## src/rtl/pdw_pkg.sv

```systemverilog
package pdw_pkg;
  typedef enum logic [1:0] {S_IDLE, S_RUN, S_FLUSH, S_WB} pdw_state_e;
  localparam int unsigned DESC_CNT_W   = 16;
  localparam logic [7:0]  DESC_EOP_CODE = 8'h80;
  // bit1 eop seen, bit2 descriptor done, bit3 chain done
  localparam logic [7:0]  STAT_DONE     = 8'h0E;
endpackage

```

## src/rtl/pdw_lane_fmt.sv

```systemverilog
module pdw_lane_fmt #(
  parameter int unsigned DW = 64,
  localparam int unsigned BW = DW / 8,
  localparam int unsigned EW = $clog2(BW)
) (
  input  logic [DW-1:0] data_i,
  input  logic          last_i,
  input  logic [EW-1:0] empty_i,
  output logic [DW-1:0] data_o,
  output logic [BW-1:0] be_o
);
  for (genvar i = 0; i < BW; i++) begin : g_lane
    // stream byte i (from the top) goes to lane i (from the bottom)
    assign data_o[8*i +: 8] = data_i[DW-8-8*i +: 8];
    assign be_o[i] = !last_i || ((32'(i) + 32'(empty_i)) < 32'(BW));
  end
endmodule

```

## src/rtl/pdw_track.sv

```systemverilog
module pdw_track #(
  parameter int unsigned AW = 32,
  parameter int unsigned DW = 64,
  parameter int unsigned CW = 16,
  localparam int unsigned BW = DW / 8,
  localparam int unsigned EW = $clog2(BW)
) (
  input  logic          clk_i,
  input  logic          rst_ni,
  input  logic          load_i,
  input  logic [AW-1:0] dst_i,
  input  logic [AW-1:0] desc_i,
  input  logic          beat_i,
  input  logic          last_i,
  input  logic [EW-1:0] empty_i,
  output logic [AW-1:0] addr_o,
  output logic [AW-1:0] desc_o,
  output logic [CW-1:0] cnt_o
);
  logic [AW-1:0] addr_q, desc_q;
  logic [CW-1:0] cnt_q, inc;
  logic [CW:0]   sum;

  assign inc = last_i ? (CW'(BW) - CW'(empty_i)) : CW'(BW);
  assign sum = {1'b0, cnt_q} + {1'b0, inc};

  always_ff @(posedge clk_i or negedge rst_ni) begin
    if (!rst_ni) begin
      addr_q <= '0;
      desc_q <= '0;
      cnt_q  <= '0;
    end else if (load_i) begin
      addr_q <= dst_i;
      desc_q <= desc_i;
      cnt_q  <= '0;
    end else if (beat_i) begin
      addr_q <= addr_q + AW'(BW);
      cnt_q  <= sum[CW] ? '1 : sum[CW-1:0];
    end
  end

  assign addr_o = addr_q;
  assign desc_o = desc_q;
  assign cnt_o  = cnt_q;

  a_r2_addr_step: assert property (@(posedge clk_i) disable iff (!rst_ni)
    beat_i && !load_i |=> addr_q == $past(addr_q) + AW'(BW));
  a_r5_gap_hold: assert property (@(posedge clk_i) disable iff (!rst_ni)
    !beat_i && !load_i |=> $stable(addr_q));
  a_r8_cnt_mono: assert property (@(posedge clk_i) disable iff (!rst_ni)
    !load_i |=> cnt_q >= $past(cnt_q));
endmodule

```

## src/rtl/pdw_ctrl.sv

```systemverilog
module pdw_ctrl
  import pdw_pkg::*;
(
  input  logic       clk_i,
  input  logic       rst_ni,
  input  logic       start_i,
  input  logic       acc_i,
  input  logic       eop_i,
  input  logic       mem_pend_i,
  input  logic       desc_waitreq_i,
  input  logic [7:0] irq_en_i,
  output logic       run_o,
  output logic       load_o,
  output logic       desc_write_o,
  output logic       busy_o,
  output logic [7:0] status_o,
  output logic       irq_o
);
  pdw_state_e state_q, state_d;
  logic [7:0] status_q;
  logic       wb_done;

  assign load_o  = (state_q == S_IDLE) && start_i;
  assign wb_done = (state_q == S_WB) && !desc_waitreq_i;

  always_comb begin
    state_d = state_q;
    unique case (state_q)
      S_IDLE:  if (start_i) state_d = S_RUN;
      S_RUN:   if (acc_i && eop_i) state_d = S_FLUSH;
      S_FLUSH: if (!mem_pend_i) state_d = S_WB;
      S_WB:    if (!desc_waitreq_i) state_d = S_IDLE;
      default: state_d = S_IDLE;
    endcase
  end

  always_ff @(posedge clk_i or negedge rst_ni) begin
    if (!rst_ni) begin
      state_q  <= S_IDLE;
      status_q <= '0;
    end else begin
      state_q <= state_d;
      if (load_o)       status_q <= '0;
      else if (wb_done) status_q <= STAT_DONE;
    end
  end

  assign run_o        = state_q == S_RUN;
  assign desc_write_o = state_q == S_WB;
  assign busy_o       = state_q != S_IDLE;
  assign status_o     = status_q;
  assign irq_o        = |(status_q & irq_en_i);

  a_r10_busy_end: assert property (@(posedge clk_i) disable iff (!rst_ni)
    $fell(busy_o) |-> $past(desc_write_o && !desc_waitreq_i));
  a_r9_status_set: assert property (@(posedge clk_i) disable iff (!rst_ni)
    $rose(status_o[2]) |-> $past(desc_write_o));
  a_r7_wb_after_drain: assert property (@(posedge clk_i) disable iff (!rst_ni)
    $rose(desc_write_o) |-> $past(!mem_pend_i));
endmodule

```

## src/rtl/pkt_dma_writer.sv

```systemverilog
module pkt_dma_writer
  import pdw_pkg::*;
#(
  parameter int unsigned AW = 32,
  parameter int unsigned DW = 64,
  localparam int unsigned BW = DW / 8,
  localparam int unsigned EW = $clog2(BW),
  localparam int unsigned CW = DESC_CNT_W
) (
  input  logic          clk_i,
  input  logic          rst_ni,
  input  logic          start_i,
  input  logic [AW-1:0] dst_addr_i,
  input  logic [AW-1:0] desc_addr_i,
  input  logic [7:0]    irq_en_i,
  output logic          busy_o,
  output logic [7:0]    status_o,
  output logic          irq_o,
  input  logic          st_valid_i,
  output logic          st_ready_o,
  input  logic [DW-1:0] st_data_i,
  input  logic          st_sop_i,
  input  logic          st_eop_i,
  input  logic [EW-1:0] st_empty_i,
  output logic          mem_write_o,
  output logic [AW-1:0] mem_addr_o,
  output logic [DW-1:0] mem_wdata_o,
  output logic [BW-1:0] mem_be_o,
  input  logic          mem_waitreq_i,
  output logic          desc_write_o,
  output logic [AW-1:0] desc_addr_o,
  output logic [31:0]   desc_wdata_o,
  input  logic          desc_waitreq_i
);
  logic          run, load, acc;
  logic          wr_q;
  logic [AW-1:0] wr_addr_q, cur_addr;
  logic [DW-1:0] wr_data_q, fmt_data;
  logic [BW-1:0] wr_be_q, fmt_be;
  logic [CW-1:0] cnt;
  logic          sop_unused;

  assign sop_unused = st_sop_i;
  assign st_ready_o = run && (!wr_q || !mem_waitreq_i);
  assign acc        = st_valid_i && st_ready_o;

  pdw_ctrl u_ctrl (
    .clk_i, .rst_ni, .start_i,
    .acc_i          (acc),
    .eop_i          (st_eop_i),
    .mem_pend_i     (wr_q),
    .desc_waitreq_i,
    .irq_en_i,
    .run_o          (run),
    .load_o         (load),
    .desc_write_o,
    .busy_o,
    .status_o,
    .irq_o
  );

  pdw_track #(.AW(AW), .DW(DW), .CW(CW)) u_track (
    .clk_i, .rst_ni,
    .load_i  (load),
    .dst_i   (dst_addr_i),
    .desc_i  (desc_addr_i),
    .beat_i  (acc),
    .last_i  (st_eop_i),
    .empty_i (st_empty_i),
    .addr_o  (cur_addr),
    .desc_o  (desc_addr_o),
    .cnt_o   (cnt)
  );

  pdw_lane_fmt #(.DW(DW)) u_fmt (
    .data_i  (st_data_i),
    .last_i  (st_eop_i),
    .empty_i (st_empty_i),
    .data_o  (fmt_data),
    .be_o    (fmt_be)
  );

  always_ff @(posedge clk_i or negedge rst_ni) begin
    if (!rst_ni) begin
      wr_q      <= 1'b0;
      wr_addr_q <= '0;
      wr_data_q <= '0;
      wr_be_q   <= '0;
    end else if (acc) begin
      wr_q      <= 1'b1;
      wr_addr_q <= cur_addr;
      wr_data_q <= fmt_data;
      wr_be_q   <= fmt_be;
    end else if (!mem_waitreq_i) begin
      wr_q <= 1'b0;
    end
  end

  assign mem_write_o  = wr_q;
  assign mem_addr_o   = wr_addr_q;
  assign mem_wdata_o  = wr_data_q;
  assign mem_be_o     = wr_be_q;
  assign desc_wdata_o = {8'h00, DESC_EOP_CODE, cnt};

  a_r11_hold: assert property (@(posedge clk_i) disable iff (!rst_ni)
    mem_write_o && mem_waitreq_i |=> mem_write_o && $stable(mem_addr_o)
      && $stable(mem_wdata_o) && $stable(mem_be_o));
  a_r11_no_accept: assert property (@(posedge clk_i) disable iff (!rst_ni)
    mem_write_o && mem_waitreq_i |-> !st_ready_o);
  a_r1_beat_write: assert property (@(posedge clk_i) disable iff (!rst_ni)
    st_valid_i && st_ready_o |=> mem_write_o);
  a_r6_no_ready_wb: assert property (@(posedge clk_i) disable iff (!rst_ni)
    desc_write_o |-> !st_ready_o);
  a_r4_be_shape: assert property (@(posedge clk_i) disable iff (!rst_ni)
    mem_write_o |-> mem_be_o[0] && (((mem_be_o + 1'b1) & mem_be_o) == '0));
endmodule

```

## config.mk

```make
export PLATFORM = sky130hd
export DESIGN_NAME = pkt_dma_writer
export DESIGN_NICKNAME = d
export VERILOG_FILES = /design/src/rtl/pdw_pkg.sv /design/src/rtl/pdw_lane_fmt.sv /design/src/rtl/pdw_track.sv /design/src/rtl/pdw_ctrl.sv /design/src/rtl/pkt_dma_writer.sv
export SDC_FILE = /design/constraint.sdc
export NUM_CORES = 1
export LEC_CHECK = 0
export BUFFER_PORTS_ARGS = -buffer_cell sky130_fd_sc_hd__buf_2
export CORE_MARGIN = 5
export CORE_UTILIZATION = 45
export DETAILED_ROUTE_END_ITERATION = 8
export GPL_ROUTABILITY_DRIVEN = 1
export PLACE_DENSITY = 0.7
export SLEW_MARGIN = 20
export SYNTH_ARGS = -nofsm -noshare
export SYNTH_HDL_FRONTEND = slang
export SYNTH_HIERARCHICAL = 1
export SYNTH_SLANG_ARGS = --single-unit
```

## constraint.sdc

```tcl
create_clock -name clk_i -period 3.6 [get_ports clk_i]
set_input_delay 0.18 -clock clk_i [delete_from_list [all_inputs] [get_ports clk_i]]
set_output_delay 0.18 -clock clk_i [all_outputs]
set_load 0.01 [all_outputs]
```

After elaboration in Yosys (flattened, before gate mapping). Index checks and enable logic that the tools add are counted.

Register bits after elaboration: 195. Input port bits: 147. Output and inout port bits: 181. Logic and storage cells: 75.

$add $sub $neg: 10. Magnitude comparators: 8. Equality and inequality tests: 8. Mux-type cells: 15. Bitwise gates (word level): 1. Reductions and logical operators: 24.

Operators by type and width (number): 32-bit by 4-bit less-than comparator with 1-bit output, second input constant (7); 16-bit 2-to-1 mux (4); 32-bit 2-to-1 mux (2); 32-bit by 4-bit adder with 32-bit output, second input constant (1); 16-bit by 16-bit adder with 17-bit output (1); 3-bit by 3-bit adder with 4-bit output, first input constant (4); 8-bit 2-to-1 mux (2); 1-bit logical OR (9); 2-bit by 3-bit adder with 4-bit output, first input constant (2); 8-bit AND (1); 2-bit 2-to-1 mux (4); 2-bit case mux with 4 select lines (1); 8-bit OR reduction (1); 2-bit inequality test, second input constant (3); 2-bit nonzero test (3); 1-bit logical AND (5); 4-bit by 3-bit subtractor with 5-bit output, first input constant (1); 1-bit by 3-bit adder with 4-bit output, first input constant (1); 2-bit == test, second input constant (2); 1-bit logical NOT (4); 3-bit by 4-bit less-than comparator with 1-bit output, second input constant (1); 2-bit by 1-bit inequality test with 1-bit output, second input constant (2); 4-bit AND reduction (1); 2-bit by 1-bit == test with 1-bit output, second input constant (1); other kinds (2) (3).

Longest topological paths before layout.
Depth after elaboration: 7. Gate-level depth with buffers: 12. Mapped depth without buffers: 10.

Hierarchy. The synthesis kept the hierarchy.

By module, submodules not included: pkt_dma_writer (instances 1, cells an instance 243, area each 4052.6 um2, sequential area each 2627.5 um2); pdw_track (instances 1, cells an instance 360, area each 3896.2 um2, sequential area each 2001.9 um2); pdw_lane_fmt (instances 1, cells an instance 74, area each 544.3 um2, sequential area each 0.0 um2); pdw_ctrl (instances 1, cells an instance 31, area each 279.0 um2, sequential area each 75.1 um2).

Worst setup path after synthesis. No wires, ideal clock.

Kind: reg2reg. Start: reg u_ctrl.state_q[1]. End: reg u_track.addr_q[23], in the netlist u_track/addr_o[23]. Data arrival time: 2.398 ns. Data required time: 3.517 ns. Slack: 1.119 ns. Cell stages (with the launch flop): 12. Path buffers: 2. Path through: dfrtp_1 inv_1 ha_1 nand2_1 a21oi_4 buf_6 buf_6 nand2_1 nor4_1 nand4_1 xor2_1 o21ai_0.

Longest elaborated chain between the ends: 4. Elaborated cells on any way between the ends: 7. Those cells by class: eq/ne (1); mux (1); reduce/logical (5).

RTL lines: start: declaration (RTL line pdw_ctrl.sv:19) `pdw_state_e state_q, state_d;`; start signal: assignment (RTL line pdw_ctrl.sv:42) `state_q <= state_d;`; 2-bit by 1-bit == test with 1-bit output (RTL line pdw_ctrl.sv:48) `assign run_o = state_q == S_RUN;`; named net run (RTL line pkt_dma_writer.sv:35) `logic run, load, acc;`; 1-bit logical AND (RTL line pkt_dma_writer.sv:44) `assign st_ready_o = run && (!wr_q || !mem_waitreq_i);`; 1-bit logical AND (RTL line pkt_dma_writer.sv:45) `assign acc = st_valid_i && st_ready_o;`; named net acc (RTL line pkt_dma_writer.sv:35); 2-bit nonzero test (no line); end signal: assignment (RTL line pdw_track.sv:33) `addr_q <= dst_i;`; end signal: assignment (RTL line pdw_track.sv:37) `addr_q <= addr_q + AW'(BW);`; end: declaration (RTL line pdw_track.sv:20) `logic [AW-1:0] addr_q, desc_q;`.

The timed path passes the listed nets, and every way through them passes these cells. A chain may end at the register's enable or synchronous reset.

Worst setup path in the final report.
Start: reg u_ctrl.state_q[1]. End: reg u_track.cnt_q[10], in the netlist u_track/cnt_o[10].

Longest elaborated chain between the ends: 4. Elaborated cells on any way between the ends: 7. Those cells by class: eq/ne (1); mux (1); reduce/logical (5).

RTL lines: 2-bit by 1-bit == test with 1-bit output (RTL line pdw_ctrl.sv:48); named net run (RTL line pkt_dma_writer.sv:35); 1-bit logical AND (RTL line pkt_dma_writer.sv:44); 1-bit logical AND (RTL line pkt_dma_writer.sv:45); 2-bit nonzero test (no line); end signal: assignment (RTL line pdw_track.sv:38) `cnt_q <= sum[CW] ? '1 : sum[CW-1:0];`; end: declaration (RTL line pdw_track.sv:21) `logic [CW-1:0] cnt_q, inc;`.

The timed path passes the listed nets, and every way through them passes these cells.

==> impl_metrics.tcl <==
set metrics [dict create \
    ant_nets 0 \
    port_buffers 300 \
    cp.required_ps 3910 \
    outcome "finished clean" \
    synth-edff-count 0 \
    grt_pass1_vias 6719 \
    synth_cells 708 \
    drt_wl_total_microns 22500 \
    clock-skew-final_ps 12.5 \
    hp-class "primary input to flop" \
    r2r-start "u_ctrl/state_q[1]" \
    grt_remaining_overflow 0 \
    layout_common_cells "buf_2, dfrtp_1, dlygate4sd3_1" \
    critical_path.max_fanout 14 \
    grtUsageMet1_pct 25.7 \
    coreArea_sq_um 19300 \
    worst_path_largest_cell_delay_ps 600 \
    antenna_found_initial 0 \
    synth_flop_cell "dfrtp_1" \
    p_leak_nw 5.56 \
    seq_area_frac_synth_pct 53.6 \
    wl_per_cell_microns 16.7 \
    area_delta_synth_final_pct 34.4 \
    slew_headroom_pct 46.2 \
    drtPass1Iterations 4 \
    final_common_cell "buf_2" \
    die_area_sq_um 22400 \
    clock_latency_ps 420 \
    postSynthAreaPerCell_sq_um 12.4 \
    r2r-end "u_track/cnt_o[10]" \
    rows 51 \
    rsz0062_at_grt "false" \
    cts_setup_buffers 0 \
    post-place-ws_ps 1020 \
    yosysWarnings 6 \
    via_per_inst 4.76 \
    hold_violations 0 \
    cp_slowest_cell "nor3b_1" \
    clock.fmax_mhz 386 \
    cp_cell_sequence "inv_1 -> ha_1 -> nand2_1 -> a21oi_4 -> o21ai_0 -> nor3b_1 -> a41oi_1 -> a211oi_1" \
    grt_usage_pct 20.1 \
    maxCapViolations 0 \
    vias 6408 \
    start_util_pct 45.4 \
    yosys_register_bits 188 \
    fin_crit_sh_pct 72.0 \
    fin_tns_setup_ps 0 \
    final_nets 1225 \
    whs_path_depth 2 \
    grt_max_degree 99 \
    drt_iter0_markers 206 \
    ir_worst_vdd_v 0.000387 \
    gp_congestion 0.742 \
    grt.busiest_layer "met2" \
    drv_slew 0 \
    synthesis.area_sq_um 8770 \
    num_antenna_cells 0 \
    reg2reg_depth 8 \
    power.density_nw_per_um2 754 \
    path_class "flop to flop" \
    worstPathArrival_ps 2910 \
    crit_path_start_kind "flop" \
    grt_pass1_wl_microns 35800 \
    hp-start "desc_addr_i[30]" \
    numClockSinks 188 \
    drive_gt1_share_pct 41.4 \
    use_met2_pct 33.6 \
    use_met3_pct 6.39 \
    clk_pin_slew_ps 70 \
    dp_hpwl_microns 15000 \
    hold_ws_ps 22.7 \
    yosysUniqueCellTypes 51 \
    worstMarginPinSlew_ps 807 \
    post-route-util_pct 61.0 \
    io_pins 328 \
    root_buffer "clkbuf_16" \
    cts_htree_levels 4 \
    die_h_microns 150 \
    rrSetupSlack_ps 1010 \
    timing.final.ws_setup_ps 1010 \
    finalSetupViolations 0 \
    fp.dieW_microns 150 \
    endpoint_kind "flop" \
    holdPathEnd "u_track/desc_o[30]" \
    ys_async_sr_fraction_pct 100 \
    cts_buffer_depth 2 \
    cts_tree "built" \
    drcViolationCount 0 \
    cts_inserted_buffers 17 \
    period_needed_ps 2590 \
]
-- worst max-delay path by stage --
stage / depth (start not counted) / endpoint / startpoint / slack, ps
2_1_floorplan: 11 / u_track/addr_o[23] / u_ctrl/state_q[1] / 1120
3_3_place_gp: 10 / u_track/cnt_o[15] / st_empty_i[0] / 1030
3_5_place_dp: 10 / u_track/cnt_o[15] / st_empty_i[0] / 1020
4_1_cts: 9 / u_track/cnt_o[12] / u_ctrl/state_q[1] / 1010
5_1_grt: 8 / u_track/cnt_o[10] / u_ctrl/state_q[1] / 690
6_report: 8 / u_track/cnt_o[10] / u_ctrl/state_q[1] / 1010
-- registers in the layout, indices dropped and copies added (netlist names) --
register and cells:
mem_wdata_o 64, mem_addr_o 32, u_track/addr_o 32, u_track/desc_o 32
u_track/cnt_o 16, mem_be_o 8, u_ctrl/state_q 2, mem_write_o 1
u_ctrl/status_o 1
-- stage by stage --
| step | power [mW] | instance area (sq um) | std cells |
|---|---|---|---|
| 2_1_floorplan | 5.67 | 8840 | 726 |
| 3_3_place_gp | 6.88 | 9990 | 1189 |
| 3_5_place_dp | 7.01 | 9990 | 1189 |
| 4_1_cts | 8.95 | 11800 | 1345 |
| 5_1_grt | 9.51 | 11800 | 1345 |
| 6_report | 8.89 | 11800 | 1345 |
-- cell families (layout without fill, tap and decap cells) --
group | count (synthesis) | count (layout) | share of synthesized area [%]
AO/OA/AOI/OAI | 67 | 67 | 5.04
XOR/XNOR | 32 | 32 | 3.19
adder cells (fa/ha/maj) | 11 | 11 | 1.65
buffers and inverters | 125 | 479 | 9.80
flip-flops | 188 | 188 | 53.6
multiplexers | 144 | 144 | 18.4
other | 4 | 22 | 0.171
AND/OR/NAND/NOR | 137 | 137 | 8.09
-- area by class of cell --
class                           count  area (sq um)
Multi-Input combinational cell    413          3280
Clock buffer                       20           457
Tap cell                          265           332
Clock inverter                     12           105
Inverter                           10          38.8
Fill cell                        1542          7540
Timing Repair Buffer              437          2870
Sequential cell                   188          4700
-- synthesized netlist by cell type, drive strengths merged, types with 2 or more instances --
cell type  number  area, sq um
a211oi          6         45.0
a21o            4         31.3
a21oi           9         56.3
a311oi          4         35.0
a41oi           3         26.3
and2            8         50.1
and3            6         38.8
and4            2         17.5
buf           100          764
clkbuf         15         56.3
conb            4         15.0
dfrtp         188         4700
ha             10          125
inv             9         33.8
mux2          140         1580
mux2i           4         40.0
nand2          53          199
nand2b          2         12.5
nand3          18         95.1
nand4          10         62.6
nor2           18         67.6
nor3            9         45.0
nor3b           2         15.0
nor4            7         88.8
o21ai          30          150
o31ai           3         27.5
xnor2          16          140
xor2           16          140
-- power by group --
part | leakage, nW | internal, mW | switching, mW
Sequential | 2.29 | 3.09 | 0.626
Clock | 0.269 | 0.945 | 0.865
Combinational | 3.00 | 1.70 | 1.67
Total | 5.56 | 5.73 | 3.16
-- worst max-delay path: cells and delay by family, from the launching register on --
family                     cells  cell delay, ps
AOI/OAI and AO/OA              4            1060
adders and majority gates      1             220
buffers and inverters          1              90
DFF                            1             410
and+or+nand+nor                2             720
-- per-layer routing --
layer	routed length, microns	share of wire (%)	vias up
met5	0	0	-
met4	224	0.99	0
met3	1800	8.0	20
met2	10800	48	229
met1	9710	43	3091
li1	-	-	3068
-- what timing repair did --
item                      in CTS  in global routing
gates resized for setup        0                  0
hold endpoints to repair     218                  0
hold buffers                 124                  0
No activity file was read; power rests on OpenSTA's default activity.
